<file path="src/rtl/ahbm_pkg.sv">
package ahbm_pkg;

  typedef enum logic [1:0] {
    TR_IDLE   = 2'b00,
    TR_BUSY   = 2'b01,
    TR_NONSEQ = 2'b10,
    TR_SEQ    = 2'b11
  } htrans_e;

  typedef enum logic [1:0] {
    RS_OKAY  = 2'b00,
    RS_ERROR = 2'b01,
    RS_RETRY = 2'b10,
    RS_SPLIT = 2'b11
  } hresp_e;

  localparam logic [2:0] BURST_SINGLE = 3'b000;

  typedef enum logic [2:0] {
    ST_IDLE = 3'd0,
    ST_WDAT = 3'd1,
    ST_REQ  = 3'd2,
    ST_ADDR = 3'd3,
    ST_DATA = 3'd4
  } mst_state_e;

endpackage

</file>
<file path="src/rtl/ahbm_cmd_stage.sv">
module ahbm_cmd_stage #(
  parameter int ADDR_W = 32,
  parameter int DATA_W = 32
) (
  input  logic              clk,
  input  logic              rst,
  input  logic              take_cmd,
  input  logic              take_wd,
  input  logic [ADDR_W-1:0] cmd_addr,
  input  logic              cmd_write,
  input  logic [DATA_W-1:0] wdata,
  output logic              cmd_latched,
  output logic              wdata_latched,
  output logic [ADDR_W-1:0] cur_addr,
  output logic              cur_write,
  output logic [DATA_W-1:0] cur_wdata
);

  // Holding registers for the command in flight; kept across reissues.
  always_ff @(posedge clk) begin
    if (rst) begin
      cmd_latched   <= 1'b0;
      wdata_latched <= 1'b0;
      cur_addr      <= '0;
      cur_write     <= 1'b0;
      cur_wdata     <= '0;
    end else begin
      cmd_latched   <= take_cmd;
      wdata_latched <= take_wd;
      if (take_cmd) begin
        cur_addr  <= cmd_addr;
        cur_write <= cmd_write;
      end
      if (take_wd) begin
        cur_wdata <= wdata;
      end
    end
  end

  AST_CMD_PULSE: assert property (@(posedge clk) disable iff (rst)
    cmd_latched |=> !cmd_latched);

  AST_WD_PULSE: assert property (@(posedge clk) disable iff (rst)
    wdata_latched |=> !wdata_latched);

endmodule

</file>
<file path="src/rtl/ahbm_bus_fsm.sv">
module ahbm_bus_fsm
  import ahbm_pkg::*;
#(
  parameter int          ADDR_W   = 32,
  parameter int          DATA_W   = 32,
  parameter logic [3:0]  PROT_VAL = 4'b0011
) (
  input  logic              clk,
  input  logic              rst,
  input  logic              cmd_valid,
  input  logic              cmd_write,
  input  logic              wdata_valid,
  input  logic              ret_busy,
  input  logic [ADDR_W-1:0] cur_addr,
  input  logic              cur_write,
  input  logic [DATA_W-1:0] cur_wdata,
  input  logic              hgrant,
  input  logic              hready,
  input  logic [1:0]        hresp,
  output logic              take_cmd,
  output logic              take_wd,
  output logic              fin_ok,
  output logic              fin_err,
  output logic              fin_again,
  output logic              hbusreq,
  output logic [1:0]        htrans,
  output logic [ADDR_W-1:0] haddr,
  output logic              hwrite,
  output logic [2:0]        hburst,
  output logic [3:0]        hprot,
  output logic [DATA_W-1:0] hwdata
);

  mst_state_e state_q;
  logic       data_end;

  assign take_cmd  = (state_q == ST_IDLE) && cmd_valid && !ret_busy;
  assign take_wd   = (state_q == ST_WDAT) && wdata_valid;
  assign data_end  = (state_q == ST_DATA) && hready;
  assign fin_ok    = data_end && (hresp == RS_OKAY);
  assign fin_err   = data_end && (hresp == RS_ERROR);
  assign fin_again = data_end && ((hresp == RS_RETRY) || (hresp == RS_SPLIT));

  assign hburst = BURST_SINGLE;
  assign hprot  = PROT_VAL;

  always_ff @(posedge clk) begin
    if (rst) begin
      state_q <= ST_IDLE;
      hbusreq <= 1'b0;
      htrans  <= TR_IDLE;
      haddr   <= '0;
      hwrite  <= 1'b0;
      hwdata  <= '0;
    end else begin
      unique case (state_q)
        ST_IDLE: begin
          if (take_cmd) begin
            if (cmd_write) begin
              state_q <= ST_WDAT;
            end else begin
              state_q <= ST_REQ;
              hbusreq <= 1'b1;
            end
          end
        end
        ST_WDAT: begin
          if (take_wd) begin
            state_q <= ST_REQ;
            hbusreq <= 1'b1;
          end
        end
        ST_REQ: begin
          // Ownership of the address bus starts after grant with HREADY high.
          if (hgrant && hready) begin
            state_q <= ST_ADDR;
            htrans  <= TR_NONSEQ;
            haddr   <= cur_addr;
            hwrite  <= cur_write;
          end
        end
        ST_ADDR: begin
          if (hready) begin
            state_q <= ST_DATA;
            htrans  <= TR_IDLE;
            hbusreq <= 1'b0;
            hwdata  <= cur_write ? cur_wdata : '0;
          end
        end
        ST_DATA: begin
          if (hready) begin
            hwdata <= '0;
            if (fin_again) begin
              state_q <= ST_REQ;
              hbusreq <= 1'b1;
            end else begin
              state_q <= ST_IDLE;
            end
          end
        end
        default: state_q <= ST_IDLE;
      endcase
    end
  end

  AST_TRANS_LEGAL: assert property (@(posedge clk) disable iff (rst)
    (htrans == TR_IDLE) || (htrans == TR_NONSEQ));

  AST_ADDR_HOLD: assert property (@(posedge clk) disable iff (rst)
    (htrans == TR_NONSEQ && !hready) |=>
      (htrans == TR_NONSEQ && $stable(haddr) && $stable(hwrite)));

  AST_SINGLE_NONSEQ: assert property (@(posedge clk) disable iff (rst)
    (htrans == TR_NONSEQ && hready) |=> (htrans == TR_IDLE));

  AST_WDATA_HOLD: assert property (@(posedge clk) disable iff (rst)
    (state_q == ST_DATA && !hready) |=> $stable(hwdata));

  AST_WDATA_QUIET: assert property (@(posedge clk) disable iff (rst)
    (htrans == TR_NONSEQ) |-> (hwdata == '0));

  AST_REQ_DROP: assert property (@(posedge clk) disable iff (rst)
    $fell(hbusreq) |-> $past(htrans == TR_NONSEQ && hready));

endmodule

</file>
<file path="src/rtl/ahbm_ret_chan.sv">
module ahbm_ret_chan
  import ahbm_pkg::*;
#(
  parameter int DATA_W = 32
) (
  input  logic              clk,
  input  logic              rst,
  input  logic              fin_ok,
  input  logic              fin_err,
  input  logic              fin_again,
  input  logic              fin_read,
  input  logic [DATA_W-1:0] hrdata,
  input  logic              rdata_latched,
  input  logic              resp_latched,
  output logic              rdata_valid,
  output logic [DATA_W-1:0] rdata,
  output logic              resp_valid,
  output logic [1:0]        response,
  output logic              mready,
  output logic              merror,
  output logic              mretry,
  output logic              busy
);

  assign busy = rdata_valid || resp_valid;

  always_ff @(posedge clk) begin
    if (rst) begin
      rdata_valid <= 1'b0;
      rdata       <= '0;
      resp_valid  <= 1'b0;
      response    <= RS_OKAY;
      mready      <= 1'b0;
      merror      <= 1'b0;
      mretry      <= 1'b0;
    end else begin
      mready <= fin_ok;
      merror <= fin_err;
      mretry <= fin_again;

      if (fin_ok || fin_err) begin
        resp_valid <= 1'b1;
        response   <= fin_err ? RS_ERROR : RS_OKAY;
      end else if (resp_latched) begin
        resp_valid <= 1'b0;
      end

      if (fin_ok && fin_read) begin
        rdata_valid <= 1'b1;
        rdata       <= hrdata;
      end else if (rdata_latched) begin
        rdata_valid <= 1'b0;
      end
    end
  end

  AST_ONE_FLAG: assert property (@(posedge clk) disable iff (rst)
    $countones({mready, merror, mretry}) <= 1);

  AST_RDATA_HOLD: assert property (@(posedge clk) disable iff (rst)
    (rdata_valid && !rdata_latched) |=> (rdata_valid && $stable(rdata)));

  AST_RESP_HOLD: assert property (@(posedge clk) disable iff (rst)
    (resp_valid && !resp_latched) |=> (resp_valid && $stable(response)));

  AST_ERR_NO_RDATA: assert property (@(posedge clk) disable iff (rst)
    merror |-> !rdata_valid);

  AST_RETRY_SILENT: assert property (@(posedge clk) disable iff (rst)
    mretry |-> !resp_valid);

endmodule

</file>
<file path="src/rtl/ahb_cmd_master.sv">
module ahb_cmd_master
  import ahbm_pkg::*;
#(
  parameter int         ADDR_W   = 32,
  parameter int         DATA_W   = 32,
  parameter logic [3:0] PROT_VAL = 4'b0011
) (
  input  logic              clk,
  input  logic              rst,
  input  logic              cmd_valid,
  input  logic [ADDR_W-1:0] cmd_addr,
  input  logic              cmd_write,
  output logic              cmd_latched,
  input  logic              wdata_valid,
  input  logic [DATA_W-1:0] wdata,
  output logic              wdata_latched,
  output logic              rdata_valid,
  output logic [DATA_W-1:0] rdata,
  input  logic              rdata_latched,
  output logic              resp_valid,
  output logic [1:0]        response,
  input  logic              resp_latched,
  output logic              mready,
  output logic              merror,
  output logic              mretry,
  output logic              hbusreq,
  input  logic              hgrant,
  output logic [1:0]        htrans,
  output logic [ADDR_W-1:0] haddr,
  output logic              hwrite,
  output logic [2:0]        hburst,
  output logic [3:0]        hprot,
  output logic [DATA_W-1:0] hwdata,
  input  logic              hready,
  input  logic [1:0]        hresp,
  input  logic [DATA_W-1:0] hrdata
);

  logic              take_cmd;
  logic              take_wd;
  logic              fin_ok;
  logic              fin_err;
  logic              fin_again;
  logic              ret_busy;
  logic [ADDR_W-1:0] cur_addr;
  logic              cur_write;
  logic [DATA_W-1:0] cur_wdata;

  ahbm_cmd_stage #(
    .ADDR_W (ADDR_W),
    .DATA_W (DATA_W)
  ) cmd_i (
    .clk           (clk),
    .rst           (rst),
    .take_cmd      (take_cmd),
    .take_wd       (take_wd),
    .cmd_addr      (cmd_addr),
    .cmd_write     (cmd_write),
    .wdata         (wdata),
    .cmd_latched   (cmd_latched),
    .wdata_latched (wdata_latched),
    .cur_addr      (cur_addr),
    .cur_write     (cur_write),
    .cur_wdata     (cur_wdata)
  );

  ahbm_bus_fsm #(
    .ADDR_W   (ADDR_W),
    .DATA_W   (DATA_W),
    .PROT_VAL (PROT_VAL)
  ) fsm_i (
    .clk         (clk),
    .rst         (rst),
    .cmd_valid   (cmd_valid),
    .cmd_write   (cmd_write),
    .wdata_valid (wdata_valid),
    .ret_busy    (ret_busy),
    .cur_addr    (cur_addr),
    .cur_write   (cur_write),
    .cur_wdata   (cur_wdata),
    .hgrant      (hgrant),
    .hready      (hready),
    .hresp       (hresp),
    .take_cmd    (take_cmd),
    .take_wd     (take_wd),
    .fin_ok      (fin_ok),
    .fin_err     (fin_err),
    .fin_again   (fin_again),
    .hbusreq     (hbusreq),
    .htrans      (htrans),
    .haddr       (haddr),
    .hwrite      (hwrite),
    .hburst      (hburst),
    .hprot       (hprot),
    .hwdata      (hwdata)
  );

  ahbm_ret_chan #(
    .DATA_W (DATA_W)
  ) ret_i (
    .clk           (clk),
    .rst           (rst),
    .fin_ok        (fin_ok),
    .fin_err       (fin_err),
    .fin_again     (fin_again),
    .fin_read      (!cur_write),
    .hrdata        (hrdata),
    .rdata_latched (rdata_latched),
    .resp_latched  (resp_latched),
    .rdata_valid   (rdata_valid),
    .rdata         (rdata),
    .resp_valid    (resp_valid),
    .response      (response),
    .mready        (mready),
    .merror        (merror),
    .mretry        (mretry),
    .busy          (ret_busy)
  );

endmodule

</file>
<file path="config.mk">
export PLATFORM = sky130hd
export DESIGN_NAME = ahb_cmd_master
export DESIGN_NICKNAME = d
export VERILOG_FILES = /design/src/rtl/ahbm_pkg.sv /design/src/rtl/ahbm_cmd_stage.sv /design/src/rtl/ahbm_bus_fsm.sv /design/src/rtl/ahbm_ret_chan.sv /design/src/rtl/ahb_cmd_master.sv
export SDC_FILE = /design/constraint.sdc
export NUM_CORES = 1
export LEC_CHECK = 0
export BUFFER_PORTS_ARGS = -buffer_cell sky130_fd_sc_hd__buf_2
export CORE_MARGIN = 8
export CORE_UTILIZATION = 25
export CTS_CLUSTER_SIZE = 16
export DETAILED_ROUTE_END_ITERATION = 8
export SLEW_MARGIN = 20
export SYNTH_ARGS = -nofsm -noshare
export SYNTH_HDL_FRONTEND = slang
export SYNTH_SLANG_ARGS = --single-unit
</file>
<file path="constraint.sdc">
create_clock -name clk -period 2.1 [get_ports clk]
set_input_delay 0.315 -clock clk [delete_from_list [all_inputs] [get_ports clk]]
set_output_delay 0.315 -clock clk [all_outputs]
set_load 0.02 [all_outputs]
</file>
## Word-level counts from Yosys, hierarchy flattened

Cells that the tools add are included.

- Register bits: 177
- Input port bits: 107
- Output and inout bits: 116
- Logic and storage cells: 85

- Equal/unequal tests: 14
- Mux-type cells: 27
- Reductions and logical operators: 26

Operator list:

| cell | number |
|---|---|
| $mux 32 | 3 |
| $pmux 32 s2 | 1 |
| $mux 3 | 5 |
| $pmux 3 s5 | 1 |
| $mux 1 | 11 |
| $ne 2x2->1 const B | 5 |
| $logic_and 1x1->1 | 9 |
| $mux 2 | 4 |
| $reduce_bool 2->1 | 4 |
| $reduce_and 7->1 | 1 |
| $eq 3x2->1 const B | 2 |
| $reduce_and 3->1 | 2 |
| $reduce_and 5->1 | 1 |
| $eq 2x2->1 const B | 2 |
| $ne 2x1->1 const B | 2 |
| $pmux 1 s4 | 1 |
| $pmux 2 s2 | 1 |
| $reduce_bool 4->1 | 1 |
| $eq 3x1->1 const B | 1 |
| $eq 3x3->1 const B | 1 |
| $logic_not 3->1 | 1 |
| $logic_or 1x1->1 | 3 |
| $eq 2x1->1 const B | 1 |
| $logic_not 1->1 | 2 |
| 2 further kinds | 2 |

## Logic depth before layout (Yosys ltp)

- Depth in word-level cells: 6
- Depth in mapped cells: 7
- Depth with buffers taken out: 4

## Cells and area by module

From an unflattened synthesis, not the netlist that was laid out.

- Cells, all modules: 735
- Area total of the unflattened synthesis: 7390.8 um^2

Modules (own cells, without submodules):

| module | instances | cells an instance | area an instance (um^2) | seq. area each (um^2) |
|---|---|---|---|---|
| ahbm_bus_fsm | 1 | 352 | 3086.7 | 1401.3 |
| ahbm_cmd_stage | 1 | 214 | 2409.8 | 1341.3 |
| ahbm_ret_chan | 1 | 168 | 1890.6 | 760.7 |
| ahb_cmd_master | 1 | 1 | 3.8 | 0.0 |

## Worst setup path after synthesis

Ideal clock, no wire load.

- Path kind: register -> register
- Start point: reg ret_i.resp_valid
- End point: reg cmd_i.cur_addr[31]
- Arrival time: 1.667 ns
- Setup slack: 0.299 ns
- Stages on the path, launching flop included: 7
- Path buffers: 2
- Clock period less this slack: 1.801 ns
- Cells stage by stage: dfxtp_1 > or4b_4 > or3_1 > buf_2 > buf_2 > nand2_1 > a21oi_1

- Word-level cells in the longest chain between the ends: 3

Ends and longest elaborated chain:

| what | RTL line | source |
|---|---|---|
| start: declaration | ahbm_ret_chan.sv:17 | `output logic resp_valid,` |
| start signal: assignment | ahbm_ret_chan.sv:31 | `resp_valid <= 1'b0;` |
| start signal: assignment | ahbm_ret_chan.sv:42 | `resp_valid <= 1'b1;` |
| start signal: assignment | ahbm_ret_chan.sv:45 | `resp_valid <= 1'b0;` |
| $logic_or 1x1->1 | ahbm_ret_chan.sv:25 | `assign busy = rdata_valid \|\| resp_valid;` |
| $logic_not 1->1 | ahbm_bus_fsm.sv:37 | `assign take_cmd = (state_q == ST_IDLE) && cmd_valid && !ret_busy;` |
| $logic_and 1x1->1 | ahbm_bus_fsm.sv:37 |  |
| end signal: assignment | ahbm_cmd_stage.sv:31 | `cur_addr <= cmd_addr;` |
| end: declaration | ahbm_cmd_stage.sv:14 | `output logic [ADDR_W-1:0] cur_addr,` |

No other way between the ends.
A chain may end at the register's enable or synchronous reset.

## Worst setup path in the final report

- Start point: reg fsm_i.state_q[1]
- End point: reg ret_i.rdata[19]

- Word-level cells in the longest chain between the ends: 4

Ends and longest elaborated chain:

| what | RTL line | source |
|---|---|---|
| start: declaration | ahbm_bus_fsm.sv:34 | `mst_state_e state_q;` |
| start signal: assignment | ahbm_bus_fsm.sv:49 | `state_q <= ST_IDLE;` |
| start signal: assignment | ahbm_bus_fsm.sv:60 | `state_q <= ST_WDAT;` |
| start signal: assignment | ahbm_bus_fsm.sv:62 | `state_q <= ST_REQ;` |
| $eq 3x3->1 | ahbm_bus_fsm.sv:39 | `assign data_end = (state_q == ST_DATA) && hready;` |
| $logic_and 1x1->1 | ahbm_bus_fsm.sv:39 |  |
| $logic_and 1x1->1 | ahbm_bus_fsm.sv:40 | `assign fin_ok = data_end && (hresp == RS_OKAY);` |
| $logic_and 1x1->1 | ahbm_ret_chan.sv:48 | `if (fin_ok && fin_read) begin` |
| end signal: assignment | ahbm_ret_chan.sv:50 | `rdata <= hrdata;` |
| end: declaration | ahbm_ret_chan.sv:16 | `output logic [DATA_W-1:0] rdata,` |

No other way between the ends.

==> results.json <==
{
  "status": "completed",
  "synth_edf_count": 0,
  "insertion_delay_ns": 0.42,
  "timing_max_transition_violations_final": 0,
  "worstSetupStartpointType": "flop",
  "reg2reg_from": "fsm_i.state_q[1]",
  "drt-initial-drc-count": 318,
  "avgSynthCellArea_um2": 7.98,
  "fmaxAchievable_mhz": 523,
  "peakVddDrop_v": 0.000422,
  "dp.cells": 1287,
  "coreArea_mm2": 0.0250,
  "finalPower_mw": 8.56,
  "relSlewSlack": 0.615,
  "drt_wl_total_mm": 19.2,
  "gp_congestion": 0.745,
  "fin_area_mm2": 0.00833,
  "drive_gt1_frac": 0.273,
  "cts_tree": "yes",
  "grt_max_degree": 68,
  "whs_ns": 0.127,
  "pin_count": 223,
  "track_usage": 0.126,
  "placed_area_mm2": 0.00768,
  "die-area_mm2": 0.0305,
  "fin_skew_ns": 0.0102,
  "crit_type": "flop to flop",
  "synth_top_area_frac": 0.556,
  "ctsRootBufferMaster": "clkbuf_16",
  "dr_total_vias": 5753,
  "rsz0062_at_grt": "false",
  "nets": 1083,
  "synth.distinct_cells": 38,
  "reg2reg_depth": 4,
  "first_global_vias": 5847,
  "cp-end-kind": "flop",
  "worst_r2r_endpoint": "ret_i.rdata[19]",
  "portBuffers": 213,
  "worstMarginPinSlew_ns": 0.577,
  "cts_max_path_buffers": 2,
  "cts.sink_count": 175,
  "slowest_stage": "or4_4",
  "ys_ff_latch": 175,
  "period_needed_ns": 1.91,
  "synthesis.area_mm2": 0.00630,
  "htreeDepth": 4,
  "power.density_mw_per_mm2": 1030,
  "worstPathMaxFanout": 33,
  "grt_pass1_wl_mm": 31.1,
  "hold_buffers": 0,
  "cts_made_buffers": 17,
  "antenna_found_initial": 3,
  "synthTopCellsByArea": "dfxtp_1 (56%), nand2_1 (18%), a21oi_1 (13%)",
  "grt_overflow": 0,
  "synthArstFlopShare": 0,
  "worst-r2r-setup-slack_ns": 0.19,
  "drc": 0,
  "ys_seq_area_frac": 0.556,
  "maxCapViolCount": 0,
  "crit_chain": "or3b_4, or4_4, nand2_1, a21oi_1",
  "path_clk_slew_ns": 0.07,
  "die-width_um": 175,
  "holdCritPathClass": "input port to flop",
  "ys_warn_count": 0,
  "final_core_util": 0.334,
  "dp_slack_ns": 0.197,
  "cp_slowest_stage_delay_ns": 0.70,
  "rows": 58,
  "die_y_um": 175,
  "layout_setup_ws_ns": 0.187,
  "final-hold-violation-count": 0,
  "drtPass1Iterations": 4,
  "start_util": 0.252,
  "ys.flop_type": "dfxtp_1",
  "hpwlAfterDp_mm": 13.1,
  "critPathCapture": "ret_i.rdata[19]",
  "finalSetupTns_ns": 0,
  "netlist.top_cell.by_area": "dfxtp_1",
  "layout.cells.non_filler": 1320,
  "post_drt_wl_per_cell_um": 14.5,
  "cp.required_ns": 2.39,
  "viasPerCell": 4.36,
  "crit_path_start": "fsm_i.state_q[1]",
  "p_leak_nw": 3.39,
  "ant_nets": 0,
  "area_growth_syn_to_layout_pct": 32.3,
  "crit_arrival_ns": 2.20,
  "setup_viol": 0,
  "min_period_over_period": 0.911,
  "synth_cells": 789
}
==> state kept, by name, indices dropped and copies added (netlist names), 3 cells and up <==
register / flops
cmd_i.cur_addr: 32
cmd_i.cur_wdata: 32
fsm_i.haddr: 32
fsm_i.hwdata: 32
ret_i.rdata: 32
fsm_i.state_q: 3
==> per-layer routing <==
metal	GRT usage	wire length [um]
met1	0.146	8450
met2	0.211	9190
met3	0.0458	1300
met4	0.0406	235
met5	0	27
==> where the power goes <==
part	internal [mW]	switching, mW
registers	3.56	0.137
clock network	2.06	1.44
logic	0.473	0.894
total	6.10	2.47
==> area by class of cell <==
class                   instances  area, um2
clock inverters                13        199
clock buffers                  19        443
inverters                       2       7.51
multi-input cells             551       2500
flip-flops and latches        175       3500
well taps                     330        413
repair buffers                229       1270
diodes                          1       2.50
fillers                      2722      16600
==> cell usage in the layout, fill, tap and decap left out, types with 2 or more instances in the layout <==
cell | Yosys | routed
a211oi_1 | 2 | 2
a21oi_1 | 166 | 166
and2_1 | 3 | 3
buf_12 | 0 | 6
buf_2 | 13 | 212
buf_4 | 9 | 10
bufinv_16 | 0 | 4
clkbuf_16 | 0 | 17
clkinv_4 | 0 | 2
conb_1 | 2 | 9
dfxtp_1 | 175 | 175
inv_1 | 2 | 2
inv_6 | 0 | 3
inv_8 | 0 | 2
nand2_1 | 295 | 295
nand2b_1 | 5 | 5
nand3_1 | 35 | 35
nor2_1 | 7 | 7
nor2b_1 | 3 | 3
nor3_1 | 3 | 2
nor3b_1 | 3 | 2
==> how the worst min path moves through the flow <==
stage / from / end / slack (ns) / cells after the start
floorplan: hresp[0] / ret_i.mready / 0.39 / 1
global placement: fsm_i.hwdata[30] / fsm_i.hwdata[30] / 0.44 / 2
detailed placement: fsm_i.hwdata[11] / fsm_i.hwdata[11] / 0.44 / 2
CTS: cmd_addr[26] / cmd_i.cur_addr[26] / 0.10 / 3
global route: hrdata[0] / ret_i.rdata[0] / 0.1 / 3
finish: hrdata[8] / ret_i.rdata[8] / 0.13 / 3
==> synthesized netlist by cell type (all sizes together), types with 2 or more instances <==
library cell,n
inv,2
and2,3
a211oi,2
nor2,7
nor3,4
nand2b,5
dfxtp,175
a21oi,167
nand2,295
o21ai,2
nor3b,3
nor2b,3
clkbuf,40
nand3,35
conb,2
buf,28
==> critical path: cells and delay by family (launching register included) <==
family          cells  cell delay [ns]
simple gates        3             1.29
flops               1             0.40
compound gates      1             0.07
==> timing repair <==
action / in CTS / in global routing
gates resized for setup: 0 / 1
setup buffers: 0 / 0
setup endpoints to repair: 0 / 2
==> logic make-up (layout without fill, tap and decap cells) <==
family,count (synthesis),after routing,synth area share
simple gates,363,363,0.239
compound gates,178,178,0.146
flops,175,175,0.556
buf+inv,70,263,0.0556
other cells,2,10,0.00119
mux,1,1,0.00159
(Power assumes the default switching activity.)
